==> src/rtl/banked_irq_ctl.sv <==
module banked_irq_ctl #(
  parameter int BANKS = 3,
  parameter int AW    = 10
) (
  input  logic                  clk,
  input  logic                  rst_n,
  input  logic [BANKS*32-1:0]   src_i,
  input  logic                  reg_wr_i,
  input  logic [AW-1:0]         reg_addr_i,
  input  logic [31:0]           reg_wdata_i,
  output logic [31:0]           reg_rdata_o,
  output logic                  irq_o,
  output logic                  fiq_o
);
  localparam int NSRC = BANKS * 32;
  localparam int GW   = AW - 4;

  wire [GW-1:0] grp = reg_addr_i[AW-1:4];
  wire [1:0]    idx = reg_addr_i[3:2];

  logic [31:0] vec_q, base_q, prot_q, nmi_q;
  logic [31:0] pend_q [BANKS];
  logic [31:0] fpnd_q [BANKS];
  logic [31:0] sel_q  [BANKS];
  logic [31:0] en_q   [BANKS];
  logic [31:0] msk_q  [BANKS];
  logic [NSRC-1:0] pend_all, msk_all, sel_all;
  logic [BANKS-1:0] irq_b, fiq_b;

  always_ff @(posedge clk or negedge rst_n) begin
    if (!rst_n) begin
      vec_q <= '0; base_q <= '0; prot_q <= '0; nmi_q <= '0;
    end else if (reg_wr_i && grp == '0) begin
      case (idx)
        2'd0: vec_q  <= reg_wdata_i & ~32'h3;
        2'd1: base_q <= reg_wdata_i & ~32'h3;
        2'd2: prot_q <= reg_wdata_i;
        default: nmi_q <= reg_wdata_i;
      endcase
    end
  end

  for (genvar b = 0; b < BANKS; b++) begin : g_bank
    wire         hit   = reg_wr_i && (idx == 2'(b));
    wire  [31:0] clr_p = (hit && grp == GW'(1)) ? reg_wdata_i : '0;
    wire  [31:0] clr_f = (hit && grp == GW'(2)) ? reg_wdata_i : '0;
    wire  [31:0] pend_n = (pend_q[b] & ~clr_p) | src_i[b*32 +: 32];
    wire  [31:0] sel_n  = (hit && grp == GW'(3)) ? reg_wdata_i : sel_q[b];
    wire  [31:0] msk_n  = (hit && grp == GW'(5)) ? reg_wdata_i : msk_q[b];

    always_ff @(posedge clk or negedge rst_n) begin
      if (!rst_n) begin
        pend_q[b] <= '0; fpnd_q[b] <= '0; sel_q[b] <= '0;
        en_q[b]   <= '0; msk_q[b]  <= '0;
      end else begin
        pend_q[b] <= pend_n;
        fpnd_q[b] <= fpnd_q[b] & ~clr_f;
        sel_q[b]  <= sel_n;
        msk_q[b]  <= msk_n;
        if (hit && grp == GW'(4)) en_q[b] <= reg_wdata_i;
      end
    end

    assign irq_b[b] = |(pend_n & ~msk_n);
    assign fiq_b[b] = |(pend_n & ~msk_n & sel_n);
    assign pend_all[b*32 +: 32] = pend_q[b];
    assign msk_all[b*32 +: 32]  = msk_q[b];
    assign sel_all[b*32 +: 32]  = sel_q[b];
  end

  always_ff @(posedge clk or negedge rst_n) begin
    if (!rst_n) begin
      irq_o <= 1'b0;
      fiq_o <= 1'b0;
    end else begin
      irq_o <= |irq_b;
      fiq_o <= |fiq_b;
    end
  end

  always_comb begin
    reg_rdata_o = '0;
    if (grp == '0) begin
      case (idx)
        2'd0: reg_rdata_o = vec_q;
        2'd1: reg_rdata_o = base_q;
        2'd2: reg_rdata_o = prot_q;
        default: reg_rdata_o = nmi_q;
      endcase
    end else begin
      for (int b = 0; b < BANKS; b++) begin
        if (idx == 2'(b)) begin
          case (grp)
            GW'(1): reg_rdata_o = pend_q[b];
            GW'(2): reg_rdata_o = fpnd_q[b];
            GW'(3): reg_rdata_o = sel_q[b];
            GW'(4): reg_rdata_o = en_q[b];
            GW'(5): reg_rdata_o = msk_q[b];
            default: reg_rdata_o = '0;
          endcase
        end
      end
    end
  end
endmodule

==> config.mk <==
export PLATFORM = sky130hd
export DESIGN_NAME = banked_irq_ctl
export DESIGN_NICKNAME = d
export VERILOG_FILES = /design/src/rtl/banked_irq_ctl.sv
export SDC_FILE = /design/constraint.sdc
export NUM_CORES = 1
export LEC_CHECK = 0
export BUFFER_PORTS_ARGS = -buffer_cell sky130_fd_sc_hd__buf_2
export CORE_ASPECT_RATIO = 2
export CORE_MARGIN = 1.5
export CORE_UTILIZATION = 61
export CTS_CLUSTER_SIZE = 25
export DETAILED_ROUTE_END_ITERATION = 7
export PLACE_DENSITY = 0.8
export SLEW_MARGIN = 20
export SYNTH_ARGS = -nofsm -noshare
export SYNTH_HDL_FRONTEND = slang
export SYNTH_SLANG_ARGS = --single-unit
==> constraint.sdc <==
create_clock -name clk -period 4 [get_ports clk]
set_input_delay 0.6 -clock clk [delete_from_list [all_inputs] [get_ports clk]]
set_output_delay 0.6 -clock clk [all_outputs]
set_load 0.01 [all_outputs]
==> impl_metrics.env <==
export IMPL_status="complete, but fails checks"
export IMPL_violations="hold timing"
export IMPL_worst_endpoint_arrival_ns=3.34
export IMPL_synth_edf_count=0
export IMPL_critPathCapture="reg_rdata_o[13]"
export IMPL_ys_ff_latch=606
export IMPL_leakage_nw=16.0
export IMPL_irDropWorstVdd_uv=445
export IMPL_drive_gt1_share_pct=29.5
export IMPL_fmax_ghz=0.254
export IMPL_ant_nets=0
export IMPL_synth_area_top_cells="dfrtp_1 53%, mux2_2 12%, a22oi_1 4.0%"
export IMPL_startpoint_type="input port"
export IMPL_syn_to_final_growth_pct=16.2
export IMPL_post_cts_setup_buffers=0
export IMPL_finalNonFillerCells=3434
export IMPL_dp_cells=3329
export IMPL_end_kind="primary output"
export IMPL_synth_nets=2713
export IMPL_coreArea_mm2=0.0465
export IMPL_synth_warnings=0
export IMPL_reg2regPathDepth=8
export IMPL_async_reset_ff_share_pct=100
export IMPL_critical_path_slowest_cell="or4_4"
export IMPL_synth_cell_type_count=66
export IMPL_r2r_start="pend_all[95]$_DFF_PN0_"
export IMPL_globalplace_congestion=1.04
export IMPL_grt_usage_pct=48.1
export IMPL_whs_ns=-0.0151
export IMPL_die_h_um=309
export IMPL_rr_endpoint="irq_o$_DFF_PN0_"
export IMPL_die_x_um=156
export IMPL_wl_met2_um=51600
export IMPL_cts_htree_levels=2
export IMPL_drv_cap=0
export IMPL_critPathKind="input port to primary output"
export IMPL_r2r_slack_ns=1.05
export IMPL_ys_flop_type="dfrtp_1"
export IMPL_wl_met1_um=37100
export IMPL_cts_sinks=606
export IMPL_io_pins=175
export IMPL_cts_buffers_inserted=53
export IMPL_setup_worst_path_start="reg_addr_i[9]"
export IMPL_place_ws_ns=-0.193
export IMPL_antenna_found_initial=11
export IMPL_first_pass_iters=6
export IMPL_cts_hold_buf=0
export IMPL_globalRouteOverflowTotal=0
export IMPL_viasPerCell=7.16
export IMPL_hold_violations=3
export IMPL_syn_cell_area_mm2=0.0287
export IMPL_fin_util_pct=71.6
export IMPL_avgSynthCellArea_um2=11.1
export IMPL_tightest_slew_ns=0.882
export IMPL_synthCells=2572
export IMPL_synth_common_cells="606 x dfrtp_1, 308 x mux2_2, 244 x nand2_1"
export IMPL_powerDensity_mw_per_mm2=401
export IMPL_hpwlAfterDp_um=78100
export IMPL_path_cells="buf_2, buf_4, or4_4, nor3b_2, buf_12, a22oi_1, nand3_1, a221oi_1, a31oi_1, buf_4, nand3_1, nand2_1, buf_2"
export IMPL_fill_cells=3389
export IMPL_dr_max_layer_used="met5"
export IMPL_finalMaxSlewViolations=0
export IMPL_finish_net_count=2898
export IMPL_clk_latency_ns=0.64
export IMPL_wl_um=114000
export IMPL_finalCriticalPeriod_ns=3.94
export IMPL_cts_repair_resized=0
export IMPL_fin_crit_sh_pct=98.4
export IMPL_port_buffer_count=172
export IMPL_fin_worst_skew_ns=0.0341
export IMPL_hp_class="input port to asynchronous set/reset pin"
export IMPL_cts_root_buf="clkbuf_16"
export IMPL_grt_max_degree=113
export IMPL_synth_most_common_cell="dfrtp_1"
export IMPL_slew_headroom_pct=41.2
export IMPL_rows=112
export IMPL_cts_tree="built"
export IMPL_crit_required_ns=3.40
export IMPL_synth_top_cell_by_area="dfrtp_1"
export IMPL_initial_utilization_pct=61.6
export IMPL_ys_seq_area_share_pct=52.9
export IMPL_drt_iter0_markers=3065
export IMPL_grt_pass1_vias=24873
export IMPL_finalSetupViolations=0
export IMPL_cp_slowest_stage_delay_ns=0.62
export IMPL_setup_slack_ns=0.0627
export IMPL_die_area_mm2=0.0484
export IMPL_synth_top_area_share_pct=52.9
export IMPL_vias=24571
export IMPL_rsz0062_at_grt="no"
export IMPL_grt_pass1_wl_um=165000
export IMPL_wl_met3_um=12000
export IMPL_drc=0
export IMPL_path_clk_slew_ns=0.06
export IMPL_crit_path_max_fanout=41
export IMPL_cts_path_max_buffers=3
export IMPL_wl_per_cell_um=33.1
## power breakdown
part	switching, mW	internal, mW
combinational	0.819	0.434
clock	2.47	3.18
sequential	0.118	6.33
total	3.40	9.94
## routing by layer
metal,track usage (%),up-vias
met5,0,-
met4,44.3,6
met3,11.1,616
met2,73.3,1922
met1,56.1,12197
li1,-,9830
## state kept, by name (all words and copies together) (netlist names)
name      flops
nmi_q        32
fpnd_q       96
pend_all     96
fiq_o         1
en_q         96
irq_o         1
prot_q       32
vec_q        30
base_q       30
sel_all      96
msk_all      96
## kinds of logic (layout without fill, tap and decap cells)
| family | after synthesis | count (layout) | synth area share (%) |
|---|---|---|---|
| multiplexers | 381 | 381 | 16.0 |
| buffers and inverters | 338 | 566 | 4.56 |
| other | 0 | 7 | 0 |
| AO/OA/AOI/OAI | 604 | 604 | 15.4 |
| AND/OR/NAND/NOR | 643 | 643 | 11.2 |
| flip-flops | 606 | 606 | 52.9 |
## metrics by stage
step	instance area, um2	hold WS (ns)	total power, mW	TNS, ns
3_3_place_gp	31400	0.466	7.72	-0.117
3_5_place_dp	31400	0.478	7.76	-0.193
5_1_grt	33300	0.0559	13.6	0
6_report	33300	-0.0151	13.3	0
4_1_cts	33300	0.0260	13.3	0
2_1_floorplan	28700	0.304	7.08	0
## worst max-delay path: cells and delay by family
| family | cells | cell delay [ns] |
|---|---|---|
| AND/OR/NAND/NOR | 5 | 1.34 |
| buffers and inverters | 5 | 0.90 |
| AO/OA/AOI/OAI | 3 | 0.45 |
## how the worst min path moves through the flow
| stage | start | endpoint | cells after the start |
|---|---|---|---|
| finish | rst_n | vec_q[24]$_DFFE_PN0P_ | 1 |
| global placement | msk_all[68]$_DFF_PN0_ | msk_all[68]$_DFF_PN0_ | 2 |
| global route | rst_n | vec_q[24]$_DFFE_PN0P_ | 1 |
| CTS | rst_n | irq_o$_DFF_PN0_ | 1 |
| floorplan | rst_n | base_q[10]$_DFFE_PN0P_ | 0 |
| detailed placement | msk_all[47]$_DFF_PN0_ | msk_all[47]$_DFF_PN0_ | 2 |
## layout by cell type, fill, tap and decap left out, types with 53 or more instances in the layout
cell / instances
a21boi_0: 97
a31oi_1: 66
a22oi_1: 153
nand2_1: 238
nand4_1: 75
mux2_2: 308
nand3_1: 102
buf_2: 170
dfrtp_1: 606
nor2_1: 69
clkbuf_16: 53
a21oi_1: 64
inv_1: 109
buf_4: 151
## layout make-up
type                    instances  area [um2]  share of cell area [%]
multi-input cells            1628       12300                    36.9
clock inverters                24         362                    1.09
clock buffers                  74        1520                    4.55
repair buffers                359        2740                    8.23
inverters                     109         409                    1.23
well taps                     627         785                    2.36
diodes                          7        17.5                  0.0526
flip-flops and latches        606       15200                    45.5
(Power assumes the default switching activity.)
